**config.mk**
```make
export PLATFORM = sky130hd
export DESIGN_NAME = nand_regfront
export DESIGN_NICKNAME = d
export VERILOG_FILES = /design/src/rtl/nrf_pkg.sv /design/src/rtl/nrf_status.sv /design/src/rtl/nrf_cmdbuf.sv /design/src/rtl/nand_regfront.sv
export SDC_FILE = /design/constraint.sdc
export NUM_CORES = 1
export LEC_CHECK = 0
export ABC_AREA = 0
export BUFFER_PORTS_ARGS = -buffer_cell sky130_fd_sc_hd__buf_2
export CAP_MARGIN = 25
export CORE_MARGIN = 2
export CORE_UTILIZATION = 50
export CTS_CLUSTER_DIAMETER = 30
export DETAILED_ROUTE_END_ITERATION = 7
export PLACE_DENSITY_LB_ADDON = 0.15
export SKIP_CTS_REPAIR_TIMING = 1
export SLEW_MARGIN = 30
export SYNTH_ARGS = -nofsm -noshare
export SYNTH_HDL_FRONTEND = slang
export SYNTH_HIERARCHICAL = 1
export SYNTH_SLANG_ARGS = --single-unit
```
**constraint.sdc**
```tcl
create_clock -name clk -period 2.5 [get_ports clk]
set_clock_uncertainty 0.1 [all_clocks]
set_input_delay 0.5 -clock clk [delete_from_list [all_inputs] [get_ports clk]]
set_output_delay 0.5 -clock clk [all_outputs]
set_load 0.01 [all_outputs]
```
**src/rtl/nrf_pkg.sv**
```systemverilog
package nrf_pkg;
    localparam int REG_W = 32;

    localparam logic [7:0] OFF_CTRL  = 8'h00;
    localparam logic [7:0] OFF_TIM0  = 8'h04;
    localparam logic [7:0] OFF_TIM1  = 8'h0C;
    localparam logic [7:0] OFF_STAT  = 8'h14;
    localparam logic [7:0] OFF_PGCNT = 8'h18;
    localparam logic [7:0] OFF_DATA  = 8'h40;
    localparam logic [7:0] OFF_CMD0  = 8'h48;

    localparam int CTL_RUN     = 28;
    localparam int CTL_CLR_PG  = 20;
    localparam int CTL_CLR_ECC = 19;

    localparam int ST_CMDREQ   = 0;
    localparam int ST_PG_CS0   = 10;
    localparam int ST_PG_CS1   = 9;
endpackage

```
**src/rtl/nrf_status.sv**
```systemverilog
module nrf_status #(
    parameter int STAT_W = 12
) (
    input  logic              clk,
    input  logic              rst_n,
    input  logic [STAT_W-1:0] set_vec,
    input  logic [STAT_W-1:0] clr_vec,
    input  logic [STAT_W-1:0] mask,
    output logic [STAT_W-1:0] status,
    output logic              irq
);
    logic [STAT_W-1:0] st_d, st_q;

    always_comb begin
        st_d = (st_q & ~clr_vec) | set_vec;
    end

    always_ff @(posedge clk or negedge rst_n) begin
        if (!rst_n) st_q <= '0;
        else        st_q <= st_d;
    end

    assign status = st_q;
    assign irq    = |(st_q & ~mask);
endmodule

```
**src/rtl/nrf_cmdbuf.sv**
```systemverilog
module nrf_cmdbuf #(
    parameter int NUM_WORDS = 3,
    parameter int WORD_W    = 32
) (
    input  logic                        clk,
    input  logic                        rst_n,
    input  logic                        accept,
    input  logic                        abort,
    input  logic [WORD_W-1:0]           wdata,
    output logic [NUM_WORDS*WORD_W-1:0] words,
    output logic                        issue,
    output logic                        first_word
);
    localparam int CNT_W = (NUM_WORDS > 2) ? $clog2(NUM_WORDS) : 1;
    localparam logic [CNT_W-1:0] LAST = CNT_W'(NUM_WORDS - 1);

    typedef struct packed {
        logic [NUM_WORDS-1:0][WORD_W-1:0] w;
        logic [CNT_W-1:0]                 cnt;
        logic                             valid;
    } cb_t;

    cb_t cb_d, cb_q;

    always_comb begin
        cb_d       = cb_q;
        cb_d.valid = 1'b0;
        if (abort) begin
            cb_d.cnt = '0;
        end else if (accept) begin
            for (int i = 0; i < NUM_WORDS; i++) begin
                if (cb_q.cnt == CNT_W'(i)) cb_d.w[i] = wdata;
            end
            if (cb_q.cnt == LAST) begin
                cb_d.cnt   = '0;
                cb_d.valid = 1'b1;
            end else begin
                cb_d.cnt = cb_q.cnt + 1'b1;
            end
        end
    end

    always_ff @(posedge clk or negedge rst_n) begin
        if (!rst_n) cb_q <= '0;
        else        cb_q <= cb_d;
    end

    assign words      = cb_q.w;
    assign issue      = cb_q.valid;
    assign first_word = accept && !abort && (cb_q.cnt == '0);
endmodule

```
**src/rtl/nand_regfront.sv**
```systemverilog
module nand_regfront
    import nrf_pkg::*;
#(
    parameter int ADDR_W    = 8,
    parameter int STAT_W    = 12,
    parameter int CMD_WORDS = 3,
    parameter int PGCNT_W   = 16
) (
    input  logic                       clk,
    input  logic                       rst_n,
    input  logic                       bus_wr,
    input  logic                       bus_rd,
    input  logic [ADDR_W-1:0]          bus_addr,
    input  logic [REG_W-1:0]           bus_wdata,
    output logic [REG_W-1:0]           bus_rdata,
    input  logic [STAT_W-1:0]          evt_in,
    output logic                       cmd_valid,
    output logic [CMD_WORDS*REG_W-1:0] cmd_words,
    output logic [REG_W-1:0]           ctrl_word,
    output logic [REG_W-1:0]           timing0,
    output logic [REG_W-1:0]           timing1,
    output logic                       ecc_clr,
    output logic                       fifo_wr,
    output logic [REG_W-1:0]           fifo_wdata,
    output logic                       fifo_rd,
    input  logic [REG_W-1:0]           fifo_rdata,
    output logic                       irq
);
    localparam logic [REG_W-1:0] CTRL_RST = REG_W'((64'd1 << STAT_W) - 64'd1);
    localparam logic [REG_W-1:0] SELF_CLR = (REG_W'(1) << CTL_CLR_PG) | (REG_W'(1) << CTL_CLR_ECC);

    typedef struct packed {
        logic [REG_W-1:0]   ctrl;
        logic [REG_W-1:0]   tim0;
        logic [REG_W-1:0]   tim1;
        logic [PGCNT_W-1:0] pgcnt;
        logic [REG_W-1:0]   rdata;
        logic               ecc_clr;
    } rf_t;

    rf_t rf_d, rf_q;

    logic              wr_ctrl, wr_stat, wr_cmd, run_q, run_rise, abort_cmd, cmd_accept;
    logic              first_word;
    logic [STAT_W-1:0] set_vec, clr_vec, stat_bits;

    assign wr_ctrl    = bus_wr && (bus_addr == ADDR_W'(OFF_CTRL));
    assign wr_stat    = bus_wr && (bus_addr == ADDR_W'(OFF_STAT));
    assign wr_cmd     = bus_wr && (bus_addr == ADDR_W'(OFF_CMD0));
    assign run_q      = rf_q.ctrl[CTL_RUN];
    assign run_rise   = wr_ctrl && bus_wdata[CTL_RUN] && !run_q;
    assign abort_cmd  = wr_ctrl && !bus_wdata[CTL_RUN];
    assign cmd_accept = wr_cmd && run_q;

    assign set_vec = evt_in | (run_rise ? STAT_W'(1) << ST_CMDREQ : '0);
    assign clr_vec = (wr_stat ? bus_wdata[STAT_W-1:0] : '0)
                   | (first_word ? STAT_W'(1) << ST_CMDREQ : '0);

    nrf_status #(.STAT_W(STAT_W)) u_status (
        .clk    (clk),
        .rst_n  (rst_n),
        .set_vec(set_vec),
        .clr_vec(clr_vec),
        .mask   (rf_q.ctrl[STAT_W-1:0]),
        .status (stat_bits),
        .irq    (irq)
    );

    nrf_cmdbuf #(.NUM_WORDS(CMD_WORDS), .WORD_W(REG_W)) u_cmdbuf (
        .clk       (clk),
        .rst_n     (rst_n),
        .accept    (cmd_accept),
        .abort     (abort_cmd),
        .wdata     (bus_wdata),
        .words     (cmd_words),
        .issue     (cmd_valid),
        .first_word(first_word)
    );

    always_comb begin
        rf_d         = rf_q;
        rf_d.ecc_clr = 1'b0;
        if (wr_ctrl) begin
            rf_d.ctrl    = bus_wdata & ~SELF_CLR;
            rf_d.ecc_clr = bus_wdata[CTL_CLR_ECC];
        end
        if (bus_wr && bus_addr == ADDR_W'(OFF_TIM0)) rf_d.tim0 = bus_wdata;
        if (bus_wr && bus_addr == ADDR_W'(OFF_TIM1)) rf_d.tim1 = bus_wdata;
        if (wr_ctrl && bus_wdata[CTL_CLR_PG]) rf_d.pgcnt = '0;
        else rf_d.pgcnt = rf_q.pgcnt + PGCNT_W'(evt_in[ST_PG_CS0]) + PGCNT_W'(evt_in[ST_PG_CS1]);
        if (bus_rd) begin
            rf_d.rdata = '0;
            if (bus_addr == ADDR_W'(OFF_CTRL))  rf_d.rdata = rf_q.ctrl;
            if (bus_addr == ADDR_W'(OFF_TIM0))  rf_d.rdata = rf_q.tim0;
            if (bus_addr == ADDR_W'(OFF_TIM1))  rf_d.rdata = rf_q.tim1;
            if (bus_addr == ADDR_W'(OFF_STAT))  rf_d.rdata = REG_W'(stat_bits);
            if (bus_addr == ADDR_W'(OFF_PGCNT)) rf_d.rdata = REG_W'(rf_q.pgcnt);
            if (bus_addr == ADDR_W'(OFF_DATA))  rf_d.rdata = fifo_rdata;
            for (int i = 0; i < CMD_WORDS; i++) begin
                if (bus_addr == ADDR_W'(OFF_CMD0 + 8'(4 * i)))
                    rf_d.rdata = cmd_words[i*REG_W +: REG_W];
            end
        end
    end

    always_ff @(posedge clk or negedge rst_n) begin
        if (!rst_n) begin
            rf_q      <= '0;
            rf_q.ctrl <= CTRL_RST;
        end else begin
            rf_q <= rf_d;
        end
    end

    assign bus_rdata  = rf_q.rdata;
    assign ctrl_word  = rf_q.ctrl;
    assign timing0    = rf_q.tim0;
    assign timing1    = rf_q.tim1;
    assign ecc_clr    = rf_q.ecc_clr;
    assign fifo_wr    = bus_wr && (bus_addr == ADDR_W'(OFF_DATA));
    assign fifo_rd    = bus_rd && (bus_addr == ADDR_W'(OFF_DATA));
    assign fifo_wdata = bus_wdata;
endmodule

```
==> summary.md, run 1 <==
| Metric | Value |
|---|---|
| Wire length per cell | 23.6 µm |
| Worst IR Drop VDD | 0.526 mV |
| Bufs and invs on worst path | 1 |
| Clock net sink count | 254 |
| Fraction of power consumed by the clock network | 0.603 |
| Critical-path cell list | nor2b_4, a2111oi_2, nand3_1, buf_2 |
| Max capacitance violation total | 0 |
| Bufs on Longest Clock Path | 3 |
| Async set-reset flop share out of synthesis | 1.00 |
| Result of the run | completed |
| Largest net degree at the start of global routing | 68 |
| Total standard cell area after synthesis | 14400 µm² |
| Clock input transition at the sequential cells of the worst setup and hold paths | 0.05 ns |
| Post-synthesis cell count | 1335 |
| Remaining DRCs | 0 |
| Switch share | 0.239 |
| Die area | 30200 µm² |
| Detailed Place HPWL | 31600 µm |
| Global-route wire length before repair | 68000 µm |
| Delay contributed by the slowest stage of the critical path | 0.57 ns |
| Antenna Violating Nets Remaining | 0 |
| Fmax | 403 MHz |
| Cell area after layout | 17700 µm² |
| Total count of max-transition violations in the final report | 0 |
| Proportion of layout cells with a drive suffix above 1 | 0.496 |
| WP data arrival | 1.88 ns |
| Register area share after synthesis | 0.441 |
| Count of yosys warnings during synthesis | 6 |
| Final clock period utilization by the worst path | 0.993 |
| Clock root buffer | clkbuf_16 |
| Vias | 11000 |
| Setup crit end kind | primary output |
| Largest delay contributor family on the critical path | flip-flops |
| Placement row count | 62 |
| Number of buffers inserted during clock tree synthesis | 59 |
| Area growth syn-to-layout | 22.8% |
| Final routed wirelength across all metal layers | 45400 µm |
| Most used flip-flop cell after synthesis | dfrtp_1 |
| Number of global-route vias before repair | 10900 |
| Setup CP Type | register to primary output |
| Total Nets Final | 1580 |
| Critical path peak fanout | 4 |
| Setup tns final | 0 ns |
| Startpoint kind of the worst setup timing path | register |
| Post-layout power | 14000 µW |
| Vias per cell | 5.73 |
| Die outline height | 174 µm |
| Number of storage elements in the synthesis netlist | 254 |
| Internal cell power | 10700 µW |
| Initial Util | 0.506 |
| Count of cell types in the netlist | 73 |
| Overall global routing resource usage | 0.295 |
| Util after Layout | 0.621 |
| Number of endpoints with negative hold slack in the final report | 0 |
| Slowest stage cell on the critical path | dfstp_2 |
| Remaining max-slew budget at the tightest pin | 0.538 |
| Relative contribution of sequential cells to total power | 0.319 |
| CTS tree | done |
| Number of iterations in the first detailed-routing pass | 7 |
| Count of endpoints failing setup in the final report | 0 |
| Iteration-0 DRC count of the detailed router | 1144 |
| H-Tree Depth | 2 |
| Final global-route overflow total | 0 |
| Worst Max-Slew Pin Slew | 0.693 ns |
| Min Clock Period, post-route | 2.48 ns |
| Weighted congestion reported at the end of routability-driven placement | 0.906 |
| Post-synth EDFFs | 0 |
| Avg Inst Size Synth | 10.8 µm² |
| Clock Latency Late Sink | 0.58 ns |
| Static leakage power | 0.00897 µW |
| Core ar. | 28500 µm² |
| Worst hold-check path type | input pin to register |
| Initial antenna violation count | 2 |
| Power density normalized to cell area | 790 nW/µm² |
| Net switching component of the power | 3340 µW |
| Combinational power share | 0.078 |
| Total cell area at the placement stage | 15400 µm² |
| Die span in x | 174 µm |
| Critical Path RT | 1.90 ns |
| I/O pin count | 349 |
| Count of input and output buffers | 346 |
[flip-flops by register name (all words and copies together) (netlist names)]
signal           flops
ecc_clr              1
u_cmdbuf/cb_q        2
u_cmdbuf/issue       1
rf_q                16
u_status/status     12
ctrl_word           30
timing1             32
bus_rdata           32
timing0             32
u_cmdbuf/words      96
[path summary, 6_finish.rpt]
kind | start | to | slack (ns) | cells after the start
worst max-delay path | ctrl_word[4]$_DFFE_PN1P_ | irq | 0.02 | 4
worst min-delay path | evt_in[7] | u_status/status[7]$_DFF_PN0_ | 0.007 | 2
worst max register to register | ctrl_word[28]$_DFFE_PN0P_ | u_cmdbuf/words[6]$_DFFE_PN0P_ | 0.21 | 5
worst min register to register | u_status/status[7]$_DFF_PN0_ | u_status/status[7]$_DFF_PN0_ | 0.40 | 1
max in group asynchronous | rst_n | ctrl_word[10]$_DFFE_PN1P_ | 1.24 | 3
min in group asynchronous | rst_n | timing1[18]$_DFFE_PN0P_ | 0.33 | 2
[stage by stage]
step	hold WS (ns)	cells	worst slack, ns
6_report	0.00675	1924	0.0179
5_1_grt	0.00603	1924	-0.0435
4_1_cts	-0.279	1919	-0.105
3_5_place_dp	0.317	1809	-0.375
3_3_place_gp	0.317	1809	-0.322
2_1_floorplan	0.104	1336	-0.237
[power groups by stage]
stage	clock, µW	combinational [µW]	sequential [µW]
3_5_place_dp	0	1080	4530
2_1_floorplan	0	720	4480
6_report	8440	1090	4470
4_1_cts	8510	1090	4470
5_1_grt	8750	1200	4490
3_3_place_gp	0	1060	4520
[Yosys cell counts, drive strengths merged, types with 17 or more instances]
| cell type | count | area, µm² |
|---|---|---|
| clkbuf | 39 | 146 |
| dfrtp | 242 | 6060 |
| nor2b | 30 | 195 |
| o21ai | 64 | 358 |
| a221oi | 28 | 308 |
| mux2i | 17 | 170 |
| buf | 295 | 2180 |
| o22ai | 36 | 225 |
| nand2 | 51 | 191 |
| nor2 | 83 | 335 |
| nand3 | 22 | 123 |
| mux2 | 190 | 2140 |
| and3 | 19 | 119 |
| inv | 24 | 90.1 |
[cells in the final DEF, fill, tap and decap left out, types with 17 or more instances in the layout]
cell / netlist / final
clkbuf_16: 0 / 59
mux2i_1: 17 / 17
mux2_4: 0 / 76
and3_1: 19 / 19
nand2_1: 51 / 51
nor2b_1: 29 / 29
nor2_1: 81 / 80
dfrtp_1: 242 / 242
o22ai_1: 36 / 36
mux2_2: 154 / 88
a221oi_1: 18 / 18
o21ai_0: 54 / 54
buf_2: 23 / 343
buf_4: 258 / 66
nand3_1: 21 / 19
mux2_1: 36 / 26
inv_1: 24 / 24
[worst reg2reg max path: cells and delay by family, from the launching register on]
family	cells	cell delay [ns]
simple gates	3	0.97
flops	1	0.44
mux	1	0.37
buf+inv	1	0.30
[metal layers]
layer  vias up  share of wire  GRT usage  routed length [µm]
li1       4836              -          -                   -
met3        93          0.084     0.0641                3830
met5         -        0.00024          0                  11
met1      5538           0.44      0.416               19900
met2       564           0.45      0.458               20600
met4         2          0.025     0.0868                1150
[layout make-up]
class	count	area, µm²
fillers	2399	10800
flip-flops and latches	254	6370
multi-input cells	724	6020
repair buffers	427	2550
clock buffers	72	1620
clock inverters	38	602
well taps	384	480
inverters	24	90.1
diodes	1	2.50
[kinds of logic (layout without fill, tap and decap cells)]
family,count (synthesis),count (layout),share of synthesized area
xor+xnor,14,14,0.00850
compound gates,248,248,0.126
simple gates,251,251,0.0942
fa+ha+maj,2,2,0.00225
buf+inv,358,561,0.167
mux,207,207,0.160
flops,254,254,0.441
other cells,1,3,0.000260
(Power assumes the default switching activity.)
==> run 2: changes to the inputs <==
--- a/config.mk
+++ b/config.mk
@@ -6,10 +6,10 @@
 export NUM_CORES = 1
 export LEC_CHECK = 0
 export ABC_AREA = 0
-export BUFFER_PORTS_ARGS = -buffer_cell sky130_fd_sc_hd__buf_2
+export BUFFER_PORTS_ARGS = -buffer_cell sky130_fd_sc_hd__buf_4
 export CAP_MARGIN = 25
 export CORE_MARGIN = 2
-export CORE_UTILIZATION = 50
+export CORE_UTILIZATION = 55
 export CTS_CLUSTER_DIAMETER = 30
 export DETAILED_ROUTE_END_ITERATION = 7
 export PLACE_DENSITY_LB_ADDON = 0.15
==> run 2 against run 1 <==
Net effect:
- critical path depth is 2 higher
- sequential power hardly changed
- count of clock-buffer cells in the layout is 1 lower
- largest power group unchanged
- largest cell class unchanged
- hold slack better by 0.028 ns
- cell count is 3.2% lower
- flip-flop and latch count stayed put
- via count hardly changed
- critical endpoint is now fifo_wr
- worst setup slack better by 0.0011 ns
==> summary.md, run 2 (synthesis gave the netlist of run 1 again) <==
| Metric | Value |
|---|---|
| Setup crit end kind | primary output |
| Number of global-route vias before repair | 11100 (+2.0%) |
| Result of the run | completed |
| Startpoint kind of the worst setup timing path | input pin |
| WP data arrival | 1.88 ns (about the same) |
| Cell area after layout | 18300 µm² (+3.3%) |
| Initial Util | 0.557 (+0.0514) |
| Count of endpoints failing setup in the final report | 0 (unchanged) |
| Weighted congestion reported at the end of routability-driven placement | 0.959 (+5.8%) |
| Number of iterations in the first detailed-routing pass | 5 (-2) |
| Final global-route overflow total | 0 (unchanged) |
| Remaining max-slew budget at the tightest pin | 0.539 (+0.00147) |
| Max capacitance violation total | 0 (unchanged) |
| Clock root buffer | clkbuf_16 |
| Count of input and output buffers | 346 (unchanged) |
| Filler Cells Inserted | 1906 (-21%) |
| Bufs on Longest Clock Path | 3 (unchanged) |
| Placement row count | 59 (-4.8%) |
| Setup CP Type | input pin to primary output |
| Detailed Place HPWL | 31600 µm (-0.14%) |
| Clock input transition at the sequential cells of the worst setup and hold paths | 0.05 ns (about the same) |
| Total cell area at the placement stage | 16300 µm² (+5.3%) |
| Number of buffers inserted during clock tree synthesis | 55 (-6.8%) |
| Die area | 27600 µm² (-8.9%) |
| H-Tree Depth | 2 (unchanged) |
| Commonest cells after routing, fill and taps aside | buf_4 (402), dfrtp_1 (242), mux2_2 (88) |
| Largest net degree at the start of global routing | 82 (+21%) |
| Proportion of layout cells with a drive suffix above 1 | 0.491 (-0.00527) |
| Pre-CTS setup slack | -0.306 ns (+0.0684 ns) |
| Critical path peak fanout | 16 (+12) |
| Critical Path RT | 1.90 ns (about the same) |
| Worst hold-check path type | input pin to register |
| Clock Latency Late Sink | 0.55 ns (-0.03 ns) |
| CTS tree | done |
| PnR worst setup slack | 0.0190 ns (+0.00110 ns) |
| Antenna Violating Nets Remaining | 0 (unchanged) |
| Number of endpoints with negative hold slack in the final report | 0 (unchanged) |
| Setup tns final | 0 ns (unchanged) |
| Util after Layout | 0.706 (+0.0854) |
| Vias per cell | 5.92 (+3.2%) |
| Min Clock Period, post-route | 2.48 ns (-0.00110 ns) |
| Fmax | 403 MHz (about the same) |
| Remaining DRCs | 0 (unchanged) |
| Area growth syn-to-layout | 26.8% |
| Final routed wirelength across all metal layers | 45700 µm (+0.52%) |
| Total Nets Final | 1571 (-0.57%) |
| Iteration-0 DRC count of the detailed router | 883 (-23%) |
| Clock net sink count | 254 (unchanged) |
| I/O pin count | 349 (unchanged) |
| Vias | 11000 (-0.063%) |
| Largest register FFs | 96 (unchanged) |
| Worst Max-Slew Pin Slew | 0.690 ns (-0.00220 ns) |
| Final clock period utilization by the worst path | 0.992 (about the same) |
| Die span in x | 166 µm (-4.5%) |
| Most common cell after layout, fill and taps aside | buf_4 |
| Wire length per cell | 24.5 µm (+3.8%) |
| Worst IR Drop VDD | 0.652 mV (+24%) |
| Power density normalized to cell area | 731 nW/µm² (-7.5%) |
| Die outline height | 166 µm (-4.5%) |
| Total count of max-transition violations in the final report | 0 (unchanged) |
| Global-route wire length before repair | 69100 µm (+1.6%) |
| Static leakage power | 0.00896 µW (-0.15%) |
| Core ar. | 25900 µm² (-9.2%) |
| Overall global routing resource usage | 0.323 (+0.0278) |
| Initial antenna violation count | 1 (-1) |
run 2: layer usage:
layer / wire [µm] / GRT usage / up-vias
met5: 0 / 0 / -
li1: - / - / 4790
met1: 18500 / 0.430 / 5550
met4: 1550 / 0.118 / 0
met3: 4380 / 0.0853 / 106
met2: 21300 / 0.511 / 580
run 2: worst paths after layout:
check / endpoint / depth (start not counted) / slack (ns) / startpoint
worst max-delay path: fifo_wr / 6 / 0.02 / bus_addr[1]
worst min-delay path: u_status/status[7]$_DFF_PN0_ / 2 / 0.03 / evt_in[7]
worst max register to register: u_cmdbuf/words[65]$_DFFE_PN0P_ / 5 / 0.32 / ctrl_word[28]$_DFFE_PN0P_
worst min register to register: u_status/status[5]$_DFF_PN0_ / 1 / 0.40 / u_status/status[5]$_DFF_PN0_
max in group asynchronous: u_cmdbuf/words[11]$_DFFE_PN0P_ / 3 / 1.14 / rst_n
min in group asynchronous: bus_rdata[21]$_DFFE_PN0P_ / 2 / 0.39 / rst_n
run 2: stage by stage:
step,instances,power (µW),hold slack [ns]
3_3_place_gp,1757,5700,0.378
5_1_grt,1863,13800,0.0299
4_1_cts,1860,13400,-0.183
2_1_floorplan,1336,5200,0.104
6_report,1863,13400,0.0349
3_5_place_dp,1757,5720,0.374
run 2: power breakdown:
part / switching [µW] / internal (µW) / leakage [µW]
Combinational: 662 / 539 / 0.00463
Sequential: 179 / 4300 / 0.00337
Clock: 2320 / 5380 / 0.000964
Total: 3160 / 10200 / 0.00896
run 2: worst max-delay path: stages:
cell    delay [ns]
buf_4         0.12
buf_4         0.21
nor4_4        0.46
buf_4         0.22
and3_1        0.22
buf_4         0.14
run 2: area by class of cell:
type	instances	area (µm²)	area share
Sequential cell	254	6370	0.348
Multi-Input combinational cell	724	6020	0.329
Timing Repair Buffer	422	3400	0.186
Clock buffer	71	1550	0.0846
Clock inverter	32	450	0.0246
Tap cell	335	419	0.0229
Inverter	24	90.1	0.00492
Antenna cell	1	2.50	0.000137
